### src/rtl/cmov_pkg.sv
package cmov_pkg;

  // Flag vector layout: bit0 CF, bit1 PF, bit2 ZF, bit3 SF, bit4 OF
  typedef struct packed {
    logic of;
    logic sf;
    logic zf;
    logic pf;
    logic cf;
  } flags_t;

  typedef enum logic [0:0] {
    ST_IDLE = 1'b0,
    ST_WAIT = 1'b1
  } seq_state_t;

endpackage

### src/rtl/cmov_cond_eval.sv
module cmov_cond_eval
  import cmov_pkg::*;
(
  input  flags_t     fl,
  input  logic [3:0] code,
  output logic       hit
);

  logic base;
  logic sgn_lt;

  // Code bits 3:1 pick a predicate, bit 0 inverts it
  always_comb begin
    sgn_lt = fl.sf ^ fl.of;
    unique case (code[3:1])
      3'd0: base = fl.of;
      3'd1: base = fl.cf;
      3'd2: base = fl.zf;
      3'd3: base = fl.cf | fl.zf;
      3'd4: base = fl.sf;
      3'd5: base = fl.pf;
      3'd6: base = sgn_lt;
      default: base = fl.zf | sgn_lt;
    endcase
    hit = base ^ code[0];
  end

endmodule

### src/rtl/cmov_wr_form.sv
module cmov_wr_form #(
  parameter int LANE_W       = 16,
  parameter int LANES        = 4,
  parameter int NARROW_LANES = 1,
  parameter int WIDE_LANES   = 2
) (
  input  logic                          hit,
  input  logic                          wide,
  input  logic                          long_mode,
  input  logic [WIDE_LANES*LANE_W-1:0]  src,
  output logic [LANES-1:0]              lane_en,
  output logic [LANES-1:0][LANE_W-1:0]  lane_dat,
  output logic                          any_en
);

  for (genvar k = 0; k < LANES; k++) begin : g_lane
    if (k < NARROW_LANES) begin : g_low
      always_comb begin
        lane_en[k]  = hit;
        lane_dat[k] = hit ? src[k*LANE_W +: LANE_W] : '0;
      end
    end else if (k < WIDE_LANES) begin : g_mid
      always_comb begin
        lane_en[k]  = hit & wide;
        lane_dat[k] = (hit & wide) ? src[k*LANE_W +: LANE_W] : '0;
      end
    end else begin : g_up
      // upper half is cleared by every 32-bit move in 64-bit mode
      always_comb begin
        lane_en[k]  = wide & long_mode;
        lane_dat[k] = '0;
      end
    end
  end

  assign any_en = |lane_en;

endmodule

### src/rtl/cmov_seq.sv
module cmov_seq
  import cmov_pkg::*;
#(
  parameter int SRC_W = 32,
  parameter int IDX_W = 4
) (
  input  logic              clk,
  input  logic              rst_n,
  input  logic              req_valid,
  input  logic [3:0]        req_cond,
  input  flags_t            req_flags,
  input  logic              req_from_mem,
  input  logic [SRC_W-1:0]  req_reg_src,
  input  logic [IDX_W-1:0]  req_dst,
  input  logic              req_wide,
  input  logic              req_long,
  input  logic              rd_valid,
  input  logic [SRC_W-1:0]  rd_data,
  output logic              req_ready,
  output logic              rd_req,
  output flags_t            ev_flags,
  output logic [3:0]        ev_code,
  output logic              op_fire,
  output logic [SRC_W-1:0]  op_src,
  output logic [IDX_W-1:0]  op_dst,
  output logic              op_wide,
  output logic              op_long
);

  seq_state_t       state_q, state_d;
  flags_t           lat_flags;
  logic [3:0]       lat_code;
  logic [IDX_W-1:0] lat_dst;
  logic             lat_wide;
  logic             lat_long;
  logic             accept;
  logic             lat_en;

  assign req_ready = (state_q == ST_IDLE);
  assign rd_req    = (state_q == ST_WAIT);
  assign accept    = req_valid & req_ready;
  assign lat_en    = accept & req_from_mem;

  always_comb begin
    state_d = state_q;
    unique case (state_q)
      ST_IDLE: if (lat_en)   state_d = ST_WAIT;
      ST_WAIT: if (rd_valid) state_d = ST_IDLE;
      default: state_d = ST_IDLE;
    endcase
  end

  always_ff @(posedge clk or negedge rst_n) begin
    if (!rst_n) state_q <= ST_IDLE;
    else        state_q <= state_d;
  end

  // request fields held for the duration of the memory read
  always_ff @(posedge clk or negedge rst_n) begin
    if (!rst_n) begin
      lat_flags <= '0;
      lat_code  <= '0;
      lat_dst   <= '0;
      lat_wide  <= 1'b0;
      lat_long  <= 1'b0;
    end else if (lat_en) begin
      lat_flags <= req_flags;
      lat_code  <= req_cond;
      lat_dst   <= req_dst;
      lat_wide  <= req_wide;
      lat_long  <= req_long;
    end
  end

  always_comb begin
    if (state_q == ST_WAIT) begin
      ev_flags = lat_flags;
      ev_code  = lat_code;
      op_fire  = rd_valid;
      op_src   = rd_data;
      op_dst   = lat_dst;
      op_wide  = lat_wide;
      op_long  = lat_long;
    end else begin
      ev_flags = req_flags;
      ev_code  = req_cond;
      op_fire  = accept & ~req_from_mem;
      op_src   = req_reg_src;
      op_dst   = req_dst;
      op_wide  = req_wide;
      op_long  = req_long;
    end
  end

  AST_RD_REQ_HELD: assert property (@(posedge clk) disable iff (!rst_n)
    (rd_req && !rd_valid) |=> rd_req);
  AST_MEM_ACCEPT_READS: assert property (@(posedge clk) disable iff (!rst_n)
    lat_en |=> rd_req);
  AST_REG_NO_READ: assert property (@(posedge clk) disable iff (!rst_n)
    (accept && !req_from_mem) |=> !rd_req);
  AST_FLAGS_HELD: assert property (@(posedge clk) disable iff (!rst_n)
    (rd_req && $past(rd_req)) |-> ($stable(lat_flags) && $stable(lat_code)));

endmodule

### src/rtl/cmov_unit.sv
module cmov_unit
  import cmov_pkg::*;
#(
  parameter int LANE_W     = 16,
  parameter int LANES      = 4,
  parameter int WIDE_LANES = 2,
  parameter int IDX_W      = 4,
  localparam int SRC_W     = LANE_W * WIDE_LANES,
  localparam int REG_W     = LANE_W * LANES
) (
  input  logic              clk,
  input  logic              rst_n,
  input  logic              req_valid,
  output logic              req_ready,
  input  logic [3:0]        req_cond,
  input  logic [4:0]        req_flags,
  input  logic              req_from_mem,
  input  logic [SRC_W-1:0]  req_reg_src,
  input  logic [IDX_W-1:0]  req_dst,
  input  logic              req_wide,
  input  logic              req_long,
  output logic              rd_req,
  input  logic              rd_valid,
  input  logic [SRC_W-1:0]  rd_data,
  output logic              wr_en,
  output logic [IDX_W-1:0]  wr_idx,
  output logic [REG_W-1:0]  wr_data,
  output logic [LANES-1:0]  wr_lanes,
  output logic              done,
  output logic              taken
);

  // asynchronous assertion, synchronous release
  logic [1:0] rst_pipe;
  logic       rst_ni;

  always_ff @(posedge clk or negedge rst_n) begin
    if (!rst_n) rst_pipe <= 2'b00;
    else        rst_pipe <= {rst_pipe[0], 1'b1};
  end
  assign rst_ni = rst_pipe[1];

  flags_t                       ev_flags;
  logic [3:0]                   ev_code;
  logic                         op_fire;
  logic [SRC_W-1:0]             op_src;
  logic [IDX_W-1:0]             op_dst;
  logic                         op_wide;
  logic                         op_long;
  logic                         hit;
  logic [LANES-1:0]             lane_en;
  logic [LANES-1:0][LANE_W-1:0] lane_dat;
  logic                         any_en;

  cmov_seq #(.SRC_W(SRC_W), .IDX_W(IDX_W)) u_seq (
    .clk          (clk),
    .rst_n        (rst_ni),
    .req_valid    (req_valid),
    .req_cond     (req_cond),
    .req_flags    (flags_t'(req_flags)),
    .req_from_mem (req_from_mem),
    .req_reg_src  (req_reg_src),
    .req_dst      (req_dst),
    .req_wide     (req_wide),
    .req_long     (req_long),
    .rd_valid     (rd_valid),
    .rd_data      (rd_data),
    .req_ready    (req_ready),
    .rd_req       (rd_req),
    .ev_flags     (ev_flags),
    .ev_code      (ev_code),
    .op_fire      (op_fire),
    .op_src       (op_src),
    .op_dst       (op_dst),
    .op_wide      (op_wide),
    .op_long      (op_long)
  );

  cmov_cond_eval u_cond (
    .fl   (ev_flags),
    .code (ev_code),
    .hit  (hit)
  );

  cmov_wr_form #(
    .LANE_W       (LANE_W),
    .LANES        (LANES),
    .NARROW_LANES (1),
    .WIDE_LANES   (WIDE_LANES)
  ) u_form (
    .hit       (hit),
    .wide      (op_wide),
    .long_mode (op_long),
    .src       (op_src),
    .lane_en   (lane_en),
    .lane_dat  (lane_dat),
    .any_en    (any_en)
  );

  logic             wr_en_d, done_d, taken_d;
  logic [IDX_W-1:0] wr_idx_d;
  logic [REG_W-1:0] wr_data_d;
  logic [LANES-1:0] wr_lanes_d;

  always_comb begin
    done_d     = op_fire;
    taken_d    = op_fire & hit;
    wr_en_d    = op_fire & any_en;
    wr_idx_d   = op_fire ? op_dst : wr_idx;
    wr_lanes_d = op_fire ? lane_en : '0;
    wr_data_d  = op_fire ? REG_W'(lane_dat) : wr_data;
  end

  always_ff @(posedge clk or negedge rst_ni) begin
    if (!rst_ni) begin
      wr_en    <= 1'b0;
      done     <= 1'b0;
      taken    <= 1'b0;
      wr_idx   <= '0;
      wr_lanes <= '0;
      wr_data  <= '0;
    end else begin
      wr_en    <= wr_en_d;
      done     <= done_d;
      taken    <= taken_d;
      wr_lanes <= wr_lanes_d;
      wr_idx   <= wr_idx_d;
      wr_data  <= wr_data_d;
    end
  end

  AST_WRITE_NEEDS_DONE: assert property (@(posedge clk) disable iff (!rst_ni)
    wr_en |-> done);
  AST_DONE_AFTER_READ: assert property (@(posedge clk) disable iff (!rst_ni)
    (rd_req && rd_valid) |=> done);
  AST_LANES_NONEMPTY: assert property (@(posedge clk) disable iff (!rst_ni)
    wr_en |-> (wr_lanes != '0));
  AST_TAKEN_WITH_DONE: assert property (@(posedge clk) disable iff (!rst_ni)
    taken |-> done);
  AST_NOT_TAKEN_CLEAR: assert property (@(posedge clk) disable iff (!rst_ni)
    (wr_en && !taken) |-> (wr_lanes[0] == 1'b0 && wr_data == '0));

endmodule

### config.mk
export PLATFORM = sky130hd
export DESIGN_NAME = cmov_unit
export DESIGN_NICKNAME = d
export VERILOG_FILES = /design/src/rtl/cmov_pkg.sv /design/src/rtl/cmov_cond_eval.sv /design/src/rtl/cmov_wr_form.sv /design/src/rtl/cmov_seq.sv /design/src/rtl/cmov_unit.sv
export SDC_FILE = /design/constraint.sdc
export NUM_CORES = 1
export LEC_CHECK = 0
export CAP_MARGIN = 20
export CORE_MARGIN = 1
export CORE_UTILIZATION = 57
export DETAILED_ROUTE_END_ITERATION = 6
export DONT_BUFFER_PORTS = 1
export PLACE_DENSITY = 0.75
export SYNTH_ARGS = -nofsm -noshare
export SYNTH_HDL_FRONTEND = slang
export SYNTH_SLANG_ARGS = --single-unit
### constraint.sdc
create_clock -name clk -period 1.8 [get_ports clk]
set_input_delay 0.27 -clock clk [delete_from_list [all_inputs] [get_ports clk]]
set_output_delay 0.27 -clock clk [all_outputs]
set_load 0.02 [all_outputs]
# Word-level counts from Yosys, hierarchy flattened
# Index checks and enable logic that the tools add are counted.
totals:
  register_bits: 61
  in_bits: 84
classes:
  bitwise: 13
  reduce_logical: 2
  mux: 14
  n_eq_ne: 6
ops:
  columns: ["cell", "count"]
  rows:
  - ["$mux W16", 2]
  - ["$mux W32", 1]
  - ["$mux W4", 3]
  - ["$eq A3 B3 Y1 const B", 3]
  - ["$and A1 B1 Y1", 7]
  - ["$pmux W1 S7", 1]
  - ["$eq A3 B2 Y1 const B", 2]
  - ["$mux W1", 5]
  - ["$mux W5", 1]
  - ["$eq A3 B1 Y1 const B", 1]
  - ["$logic_not A3 Y1", 1]
  - ["$reduce_or A3 Y1", 1]
  - ["$not A1 Y1", 2]
  - ["$or A1 B1 Y1", 2]
  - ["$pmux W1 S2", 1]
  - ["$xor A1 B1 Y1", 2]

# Longest topological paths before layout
# Gate-level depths: netlist of the first run.
depth:
  ltp_word: 8
  depth_mapped: 8

# Hierarchy
# Synthesis of the first run repeated with hierarchy kept, for this count alone.
hier_totals:
  cells_unflattened: 337
  hier_area_um2: 4820.9
modules_own_cells:
  columns: ["mod", "cells_per_inst", "n_inst", "area_per_inst_um2"]
  rows:
  - ["cmov_unit", 160, 1, 3020.4]
  - ["cmov_seq", 91, 1, 1217.4]
  - ["cmov_wr_form", 74, 1, 501.7]
  - ["cmov_cond_eval", 12, 1, 81.3]

# Least setup slack after synthesis of the first run
# OpenSTA, ideal clock, no wires.
synth_path:
  kind: "flip-flop to flip-flop"
  startpoint: "reg u_seq.state_q, in the netlist u_seq.rd_req"
  endpoint: "reg wr_data[16]"
  n_path_buf: 2
  setup_ns: 0.120
  path_slack_ns: -0.234
  arrival_ns: 1.914
  path_stages_with_launch: 8
  path_cell_list: "dfrtp_1 > buf_6 > inv_1 > o2111ai_1 > a211oi_2 > mux2i_2 > buf_6 > o21ai_2"
synth_rtl:
  columns: ["item", "line_no", "rtl"]
  rows:
  - ["start: declaration", "cmov_seq.sv:30", "seq_state_t state_q, state_d;"]
  - ["start signal: assignment", "cmov_seq.sv:55", "else state_q <= state_d;"]
  - ["$not A1 Y1", null, null]
  - ["net req_ready", "cmov_unit.sv:14", "output logic req_ready,"]
  - ["$and A1 B1 Y1", "cmov_seq.sv:41", "assign accept = req_valid & req_ready;"]
  - ["$and A1 B1 Y1", "cmov_seq.sv:87", "op_fire = accept & ~req_from_mem;"]
  - ["$mux W1", "cmov_seq.sv:76", "if (state_q == ST_WAIT) begin"]
  - ["end signal: assignment", "cmov_unit.sv:128", "wr_data <= wr_data_d;"]
  - ["end: declaration", "cmov_unit.sv:27", "output logic [REG_W-1:0] wr_data,"]
# The timed path passes the listed nets, and every way through them passes these cells.
# A chain may end at the register's enable or synchronous reset.

# Worst setup path in the final report of the first run
layout_path:
  startpoint: "reg u_seq.state_q, in the netlist u_seq.rd_req"
  endpoint: "reg wr_data[21]"
layout_via:
  elab_chain_len: 7
layout_lines:
  columns: ["item", "line_no", "rtl"]
  rows:
  - ["$mux W5", "cmov_seq.sv:76", null]
  - ["$xor A1 B1 Y1", "cmov_cond_eval.sv:14", "sgn_lt = fl.sf ^ fl.of;"]
  - ["$or A1 B1 Y1", "cmov_cond_eval.sv:23", "default: base = fl.zf | sgn_lt;"]
  - ["$pmux W1 S7", "cmov_cond_eval.sv:15", "unique case (code[3:1])"]
  - ["$xor A1 B1 Y1", "cmov_cond_eval.sv:25", "hit = base ^ code[0];"]
  - ["$and A1 B1 Y1", "cmov_wr_form.sv:25", "lane_dat[k] = (hit & wide) ? src[k*LANE_W +: LANE_W] : '0;"]
  - ["$mux W16", "cmov_wr_form.sv:25", null]
# Parallel ways exist; a longest one is shown, timed or not.

==> results.json, run 1 <==
{
  "p_int_mw": 2.80,
  "combPwrFrac_pct": 21.7,
  "gp_congestion": 0.798,
  "grtUsageTotal_pct": 21.9,
  "fin_skew_ps": 8.45,
  "synth_cell_types": 30,
  "rsz0062_at_grt": "yes",
  "drive_gt1_share_pct": 31.6,
  "io_buffers": 0,
  "yosysWarningCount": 0,
  "synth_top_area_share_pct": 48.5,
  "synthFlopType": "dfrtp_1",
  "r2r-start": "u_seq.rd_req$_DFF_PN0_",
  "clk_pin_slew_ps": 70,
  "start_util_pct": 59.3,
  "cts_buffer_depth": 2,
  "powerDensity_nw_per_um2": 1270,
  "p_leak_nw": 1.55,
  "clk_latency_ps": 330,
  "wirelength_um": 6050,
  "cp_data_required_time_ps": 2010,
  "grt_pass1_vias": 1952,
  "ys_ff_latch": 59,
  "fillers": 392,
  "arrival_ps": 2230,
  "hp-class": "in -> reg",
  "grt_start_max_net_pins": 35,
  "power_mw": 4.33,
  "final_area_um2": 3410,
  "seq_area_frac_synth_pct": 48.5,
  "drc": 0,
  "vias": 2010,
  "dp_hpwl_um": 4250,
  "synth.area.top_cells": "dfrtp_1, buf_4, o21ai_2",
  "fmax_ghz": 0.495,
  "end_kind": "register",
  "clkPwrFrac_pct": 29.3,
  "nets": 380,
  "grt-ovfl-total": 0,
  "pre_cts_slack_ps": -199,
  "rows": 26,
  "crit_end": "wr_data[21]$_DFFE_PN0P_",
  "multi_input_area_um2": 1380,
  "worst_slew_pin_slew_ps": 690,
  "ir_drop_mv": 0.718,
  "slew_headroom_pct": 53.9,
  "violations": "setup timing",
  "numCtsBuffers": 9,
  "die_h_um": 75.1,
  "ant_nets": 0,
  "p_sw_mw": 1.52,
  "drv_slew": 0,
  "synth_edf_count": 0,
  "status": "finished, violations left",
  "ff2ff_setup_slack_ps": -220,
  "fin_crit_sh_pct": 112,
  "ff2ff_path_depth": 8,
  "seqPwrFrac_pct": 49.0,
  "grt_antenna_before_repair": 0,
  "syn_area_um2": 3050,
  "dr.pass1.iters": 4,
  "cts_tree": "done",
  "cts-root-buf": "clkbuf_8",
  "timing.final.ws_setup_ps": -219,
  "period_needed_ps": 2020,
  "wl_per_cell_um": 16.3,
  "ios": 161,
  "syn_to_final_growth_pct": 12.0,
  "cp_max_fo": 17,
  "viasPerCell": 5.42,
  "diodes": 0,
  "cap_viol_max_count": 0,
  "syn_inst": 281,
  "hold_viol": 0,
  "avgSynthCellArea_um2": 10.8,
  "swShare_pct": 35.2,
  "r2r_end": "wr_data[21]$_DFFE_PN0P_",
  "start_kind": "register",
  "dpl_cell_area_um2": 3100,
  "crit_start": "u_seq.rd_req$_DFF_PN0_",
  "fp.dieW_um": 75.1,
  "drt_iter0_drc": 88,
  "ys_top_cells_by_count": "dfrtp_1, nand2_1, buf_4, o21ai_2, mux2i_1",
  "crit_type": "reg -> reg",
  "setup_viol": 35,
  "clock_sink_count": 59,
  "synth.largest_area_cell": "dfrtp_1",
  "yosysMostFrequentCell": "dfrtp_1",
  "grt_pass1_wl_um": 8960,
  "async_flop_share_pct": 100,
  "seq_area_um2": 1480,
  "core_um2": 5140,
  "htreeDepth": 3,
  "dieArea_um2": 5640
}
power by group through the flow:
stage               registers (mW)  clock network [mW]  logic, mW
floorplan                     2.09                   0      0.734
global placement              2.12                   0      0.835
detailed placement            2.14                   0      0.870
finish                        2.12                1.27      0.941
global route                  2.16                1.34       1.06
CTS                           2.11                1.30      0.918
final cells by class:
class | count | share of cell area, %
timing repair buffer | 23 | 6.90
multi-input combinational | 199 | 40.4
sequential | 59 | 43.4
inverter | 4 | 0.550
tap | 70 | 2.57
clock buffer | 12 | 4.84
clock inverter | 4 | 1.39
registers in the layout (all words and copies together) (netlist names):
register,cells
u_seq.lat_long,1
wr_data,32
u_seq.rd_req,1
wr_idx,4
u_seq.lat_flags,5
u_seq.lat_wide,1
wr_lanes,2
done,1
rst_pipe,2
u_seq.lat_code,4
wr_en,1
u_seq.lat_dst,4
taken,1
cells in the final DEF (no fill, tap or decap), types with 3 or more instances in the layout:
cell type / n
dfrtp_1: 57
nand2_1: 40
conb_1: 33
o21ai_2: 29
mux2i_1: 22
a22oi_1: 17
buf_4: 15
mux2_2: 14
clkbuf_8: 12
o21ai_0: 10
nor2_1: 4
nor2b_1: 4
buf_6: 4
nand3_1: 3
o21ai_1: 3
worst min-delay path by stage:
stage	cells after the start	slack, ps	from	end
after detailed placement	0	-30	rst_n	rst_pipe[0]$_DFF_PN0_
after CTS	1	10	rd_valid	u_seq.rd_req$_DFF_PN0_
after global routing	1	50	rd_valid	u_seq.rd_req$_DFF_PN0_
final	1	30	rd_valid	u_seq.rd_req$_DFF_PN0_
after global placement	0	-30	rst_n	rst_pipe[0]$_DFF_PN0_
after floorplan	0	-30	rst_n	rst_pipe[0]$_DFF_PN0_
through the flow:
stage | setup TNS (ps) | util [%] | hold slack [ps] | instances
3_3_place_gp | -5760 | 60.1 | -25.5 | 350
6_report | -6320 | 66.4 | 29.2 | 371
3_5_place_dp | -5960 | 60.3 | -25.5 | 351
2_1_floorplan | -5620 | - | -25.6 | 312
5_1_grt | -9200 | 66.4 | 50.3 | 371
4_1_cts | -7540 | 65.7 | 12.1 | 371
routing by layer:
metal  track usage [%]  wire length [um]
met1              26.6              2450
met2              35.7              3040
met3              6.69               500
met4              10.1                53
met5                 0                 0
timing repair:
action | CTS | global route
resized for setup | 3 | 12
endpoints found under the hold margin | 2 | 0
setup endpoints to repair | 35 | 35
setup buffers | 2 | 0
hold buffers | 1 | 0
pin swaps | 0 | 7
cloned | 1 | 0
cell families (layout without fill, tap and decap cells):
family                 count (synthesis)  in the layout  synth area share (%)
AO/OA/AOI/OAI                         68             68                  17.4
AND/OR/NAND/NOR                       60             60                  8.83
flip-flops                            59             59                  48.5
buffers and inverters                 54             43                  11.9
multiplexers                          38             38                  13.2
other                                  2             33                 0.246
worst max-delay path: stages (launching register included):
cell and delay [ps]:
dfrtp_2 480, and3_4 200, a31oi_1 140, mux2i_1 140, a211oi_4 240, mux2i_4 310
buf_6 130, buf_12 160, o21ai_2 80
(Power assumes the default switching activity.)
==> inputs of run 2 (changes only) <==
--- a/config.mk
+++ b/config.mk
@@ -11,6 +11,7 @@
 export DETAILED_ROUTE_END_ITERATION = 6
 export DONT_BUFFER_PORTS = 1
 export PLACE_DENSITY = 0.75
+export REMOVE_ABC_BUFFERS = 1
 export SYNTH_ARGS = -nofsm -noshare
 export SYNTH_HDL_FRONTEND = slang
 export SYNTH_SLANG_ARGS = --single-unit
==> results.json, run 2 (synthesis results as in run 1) <==
{
  "fp.dieW_um": 75.1,
  "crit_type": "reg -> reg",
  "period_needed_ps": 1950,
  "cts_buffer_depth": 2,
  "vias": 1983,
  "grt_antenna_before_repair": 0,
  "top_register": "wr_data",
  "viasPerCell": 5.37,
  "clk_pin_slew_ps": 70,
  "wirelength_um": 6070,
  "start_util_pct": 59.3,
  "p_int_mw": 2.79,
  "dr.pass1.iters": 4,
  "end_kind": "register",
  "final_area_um2": 3400,
  "grt_start_max_net_pins": 30,
  "start_kind": "register",
  "power_mw": 4.26,
  "fmax_ghz": 0.513,
  "ant_nets": 0,
  "dpl_cell_area_um2": 3080,
  "fin_crit_sh_pct": 108,
  "r2r-start": "u_seq.lat_code[2]$_DFFE_PN0P_",
  "rows": 26,
  "crit_end": "wr_data[27]$_DFFE_PN0P_",
  "fin_skew_ps": 10.3,
  "rsz0062_at_grt": "yes",
  "drt_iter0_drc": 116,
  "hold_viol": 0,
  "cap_viol_max_count": 0,
  "ff2ff_setup_slack_ps": -150,
  "hp-class": "in -> reg",
  "seqPwrFrac_pct": 49.7,
  "drv_slew": 0,
  "powerDensity_nw_per_um2": 1250,
  "clkPwrFrac_pct": 28.0,
  "die_h_um": 75.1,
  "timing.final.ws_setup_ps": -150,
  "grtUsageTotal_pct": 22.1,
  "clk_latency_ps": 320,
  "place_inst": 347,
  "dieArea_um2": 5640,
  "htreeDepth": 3,
  "dp_hpwl_um": 4190,
  "ir_drop_mv": 0.683,
  "wl_per_cell_um": 16.4,
  "grt_pass1_wl_um": 9040,
  "clock_sink_count": 59,
  "layout_commonest_cell": "dfrtp_1",
  "cts-root-buf": "clkbuf_8",
  "syn_to_final_growth_pct": 11.7,
  "gp_congestion": 0.808,
  "swShare_pct": 34.7,
  "setup_viol": 35,
  "largest_register_ff_count": 32,
  "core_um2": 5140,
  "drive_gt1_share_pct": 29.1,
  "layout.cells.non_filler": 369,
  "diodes": 0,
  "drc": 0,
  "status": "finished, violations left",
  "crit_start": "u_seq.lat_code[2]$_DFFE_PN0P_",
  "cp_data_required_time_ps": 2000,
  "p_sw_mw": 1.48,
  "r2r_end": "wr_data[27]$_DFFE_PN0P_",
  "io_buffers": 0,
  "p_leak_nw": 1.56,
  "top_regs": "wr_data (32), u_seq.lat_flags (5)",
  "combPwrFrac_pct": 22.4,
  "grt_pass1_vias": 1897,
  "cp_max_fo": 8,
  "nets": 378,
  "most-common-layout-cells": "dfrtp_1, nand2_1, conb_1, o21ai_2, mux2i_1",
  "grt-ovfl-total": 0,
  "ff2ff_path_depth": 8,
  "numCtsBuffers": 9,
  "ios": 161,
  "arrival_ps": 2150,
  "violations": "setup timing",
  "cts_tree": "done"
}
-- run 2: cell types whose count changed in the layout (fill, tap and decap cells not counted), moves of 2 or more --
cell / delta
buf_4: -4
clkbuf_1: +3
buf_16: +2
clkinvlp_4: -2
-- run 2: final cells by class --
type                            instances  area [um^2]
Clock buffer                           14          163
Inverter                                4         15.0
Multi-Input combinational cell        199         1360
Fill cell                             423         1740
Tap cell                               70         87.6
Clock inverter                          2         35.0
Sequential cell                        59         1480
Timing Repair Buffer                   21          260
-- run 2: power by group through the flow --
stage          registers [mW]  clock network (mW)  logic (mW)
2_1_floorplan            2.12                   0       0.599
3_3_place_gp             2.13                   0       0.825
3_5_place_dp             2.14                   0       0.849
4_1_cts                  2.12                1.22       0.983
5_1_grt                  2.16                1.26        1.05
6_report                 2.12                1.19       0.954
-- run 2: per-stage QoR --
step | setup TNS (ps) | hold slack [ps] | worst slack (ps) | util [%]
after CTS | -4550 | 61.5 | -149 | 66.6
after global routing | -7720 | 84.1 | -260 | 66.2
after detailed placement | -4050 | -25.5 | -162 | 59.8
after global placement | -4530 | -25.5 | -163 | 59.8
final | -4120 | 67.8 | -150 | 66.2
after floorplan | -105390 | -25.6 | -2480 | -
-- run 2: worst max-delay path: stages (launching register included) --
cell and delay [ps]:
dfrtp_1 400, nand2b_4 150, mux2i_1 190, a21oi_1 100, a211oi_2 310, mux2i_4 340
buf_6 160, buf_12 130, o21ai_2 50
-- run 2: how the worst min path moves through the flow --
stage / depth (start not counted) / slack (ps) / start / end
floorplan: 0 / -30 / rst_n / rst_pipe[0]$_DFF_PN0_
global placement: 0 / -30 / rst_n / rst_pipe[0]$_DFF_PN0_
detailed placement: 0 / -30 / rst_n / rst_pipe[1]$_DFF_PN0_
CTS: 1 / 60 / rd_valid / u_seq.rd_req$_DFF_PN0_
global route: 1 / 80 / req_flags[4] / u_seq.lat_flags[4]$_DFFE_PN0P_
finish: 1 / 70 / rd_valid / u_seq.rd_req$_DFF_PN0_
-- run 2: routing by layer --
metal / vias up / wire length (um) / track usage (%)
met3: 5 / 527 / 7.50
met5: - / 0 / 0
met4: 0 / 59 / 8.18
met2: 110 / 2960 / 35.1
li1: 928 / - / -
met1: 940 / 2520 / 28.0
-- run 2: repair_timing --
item,in CTS,in global routing
resized for setup,18,0
pin swaps,21,6
setup endpoints to repair,36,35
buffers inserted,3,0
hold buffers,1,0
cloned,3,0
hold endpoints to repair,2,0
==> inputs of run 3 (changes only) <==
--- a/config.mk
+++ b/config.mk
@@ -5,12 +5,12 @@
 export SDC_FILE = /design/constraint.sdc
 export NUM_CORES = 1
 export LEC_CHECK = 0
-export CAP_MARGIN = 20
+export CAP_MARGIN = 10
 export CORE_MARGIN = 1
 export CORE_UTILIZATION = 57
 export DETAILED_ROUTE_END_ITERATION = 6
 export DONT_BUFFER_PORTS = 1
-export PLACE_DENSITY = 0.75
+export PLACE_DENSITY = 0.73
 export REMOVE_ABC_BUFFERS = 1
 export SYNTH_ARGS = -nofsm -noshare
 export SYNTH_HDL_FRONTEND = slang
==> results.json, run 3 (synthesis results as in run 1) <==
{
  "hp-class": "in -> reg",
  "fp.dieW_um": 75.1,
  "clock_sink_count": 59,
  "layout.cells.non_filler": 370,
  "cts_buffer_depth": 2,
  "grt_antenna_before_repair": 0,
  "clk_latency_ps": 330,
  "timing.final.ws_setup_ps": -196,
  "pre_cts_slack_ps": -201,
  "drv_slew": 0,
  "rows": 26,
  "rsz0062_at_grt": "yes",
  "vias": 2018,
  "cp_max_fo": 13,
  "gp_congestion": 0.786,
  "core_um2": 5140,
  "cp_slowest_stage_delay_ps": 470,
  "p_sw_mw": 1.54,
  "power_mw": 4.39,
  "combPwrFrac_pct": 20.9,
  "place_inst": 347,
  "ant_nets": 0,
  "top_register": "wr_data",
  "dr.pass1.iters": 4,
  "cp_data_required_time_ps": 2010,
  "cts-root-buf": "clkbuf_8",
  "slew_headroom_pct": 55.4,
  "grt-ovfl-total": 0,
  "cpLargestDelayFamily": "compound AO/OA/AOI/OAI gates",
  "start_util_pct": 59.3,
  "end_kind": "register",
  "cts_tree": "done",
  "diodes": 0,
  "most-common-layout-cells": "dfrtp_1, nand2_1, conb_1, o21ai_2, mux2i_1",
  "dp_hpwl_um": 4230,
  "wl_per_cell_um": 16.1,
  "p_int_mw": 2.84,
  "clk_pin_slew_ps": 80,
  "die_h_um": 75.1,
  "dieArea_um2": 5640,
  "worst_slew_pin_slew_ps": 666,
  "p_leak_nw": 1.56,
  "whs_ps": 83.6,
  "top_regs": "wr_data (32), u_seq.lat_flags (5)",
  "status": "finished, violations left",
  "fin_skew_ps": 12.1,
  "fmax_ghz": 0.501,
  "nets": 379,
  "ios": 161,
  "drive_gt1_share_pct": 29.3,
  "crit_type": "reg -> reg",
  "crit_path_top_delay_cell": "dfrtp_2",
  "htreeDepth": 3,
  "fin_tns_setup_ps": -6100,
  "clkPwrFrac_pct": 30.5,
  "cap_viol_max_count": 0,
  "setup_viol": 35,
  "viasPerCell": 5.45,
  "violations": "setup timing",
  "io_buffers": 0,
  "arrival_ps": 2210,
  "period_needed_ps": 2000,
  "layout_commonest_cell": "dfrtp_1",
  "grt_pass1_vias": 1872,
  "fin_crit_sh_pct": 111,
  "start_kind": "register",
  "swShare_pct": 35.2,
  "drc": 0,
  "grt_start_max_net_pins": 37,
  "wirelength_um": 5940,
  "largest_register_ff_count": 32,
  "crit_buf_inv": 2,
  "grtUsageTotal_pct": 22.1,
  "hold_viol": 0,
  "seqPwrFrac_pct": 48.5,
  "drt_iter0_drc": 53,
  "cp_cell_sequence": "and3_4 > a31oi_1 > mux2i_1 > a211oi_2 > mux2i_4 > buf_4 > buf_12 > o21ai_2",
  "fillers": 436,
  "powerDensity_nw_per_um2": 1280,
  "syn_to_final_growth_pct": 12.3,
  "grt_pass1_wl_um": 8850,
  "numCtsBuffers": 9,
  "ir_drop_mv": 0.602
}
## run 3: worst register-to-register path, stage by stage (launching register included)
cell	delay, ps
dfrtp_2	470
and3_4	190
a31oi_1	140
mux2i_1	110
a211oi_2	280
mux2i_4	320
buf_4	150
buf_12	140
o21ai_2	80
## run 3: power by group through the flow
stage,Combinational (mW),Sequential (mW),Clock [mW]
CTS,0.916,2.13,1.37
floorplan,0.599,2.12,0
global route,1.02,2.17,1.44
finish,0.919,2.13,1.34
global placement,0.824,2.14,0
detailed placement,0.854,2.15,0
## run 3: path summary, 6_finish.rpt
| check | from | endpoint | slack [ps] | cells past startpoint |
|---|---|---|---|---|
| worst max register to register | u_seq.rd_req$_DFF_PN0_ | wr_data[29]$_DFFE_PN0P_ | -200 | 8 |
| worst min-delay path | req_dst[2] | u_seq.lat_dst[2]$_DFFE_PN0P_ | 80 | 1 |
| worst max-delay path | u_seq.rd_req$_DFF_PN0_ | wr_data[29]$_DFFE_PN0P_ | -200 | 8 |
| max in group asynchronous | rst_pipe[1]$_DFF_PN0_ | u_seq.rd_req$_DFF_PN0_ | 980 | 1 |
| min in group asynchronous | rst_n | rst_pipe[0]$_DFF_PN0_ | 160 | 1 |
| worst min register to register | rst_pipe[1]$_DFF_PN0_ | u_seq.lat_dst[0]$_DFFE_PN0P_ | 240 | 0 |
## run 3: repair_timing
item | in CTS | in global routing
buffers inserted | 3 | 2
gates cloned | 1 | 1
hold endpoints to repair | 2 | 0
pin swaps | 1 | 1
gates resized for setup | 9 | 1
setup endpoints to repair | 36 | 35
hold buffers | 1 | 0
## run 3: layer usage
layer	up-vias	part of all wire, %	GRT usage [%]
met1	964	39	26.3
met2	103	53	36.0
met4	0	0.45	7.97
li1	947	-	-
met3	4	8.1	9.10
met5	-	0	0
## run 3: layout make-up
cell class	instances	area, um^2	area share, %
clock buffer	9	124	3.62
clock inverter	7	101	2.96
inverter	4	15.0	0.439
multi-input combinational	199	1350	39.5
sequential	59	1480	43.2
tap	70	87.6	2.56
timing repair buffer	22	263	7.68
## run 3: metrics by stage
stage / instance area [um^2] / util [%]
after floorplan: 2820 / -
after global routing: 3420 / 66.6
after detailed placement: 3100 / 60.3
after CTS: 3400 / 66.1
after global placement: 3100 / 60.3
final: 3420 / 66.6
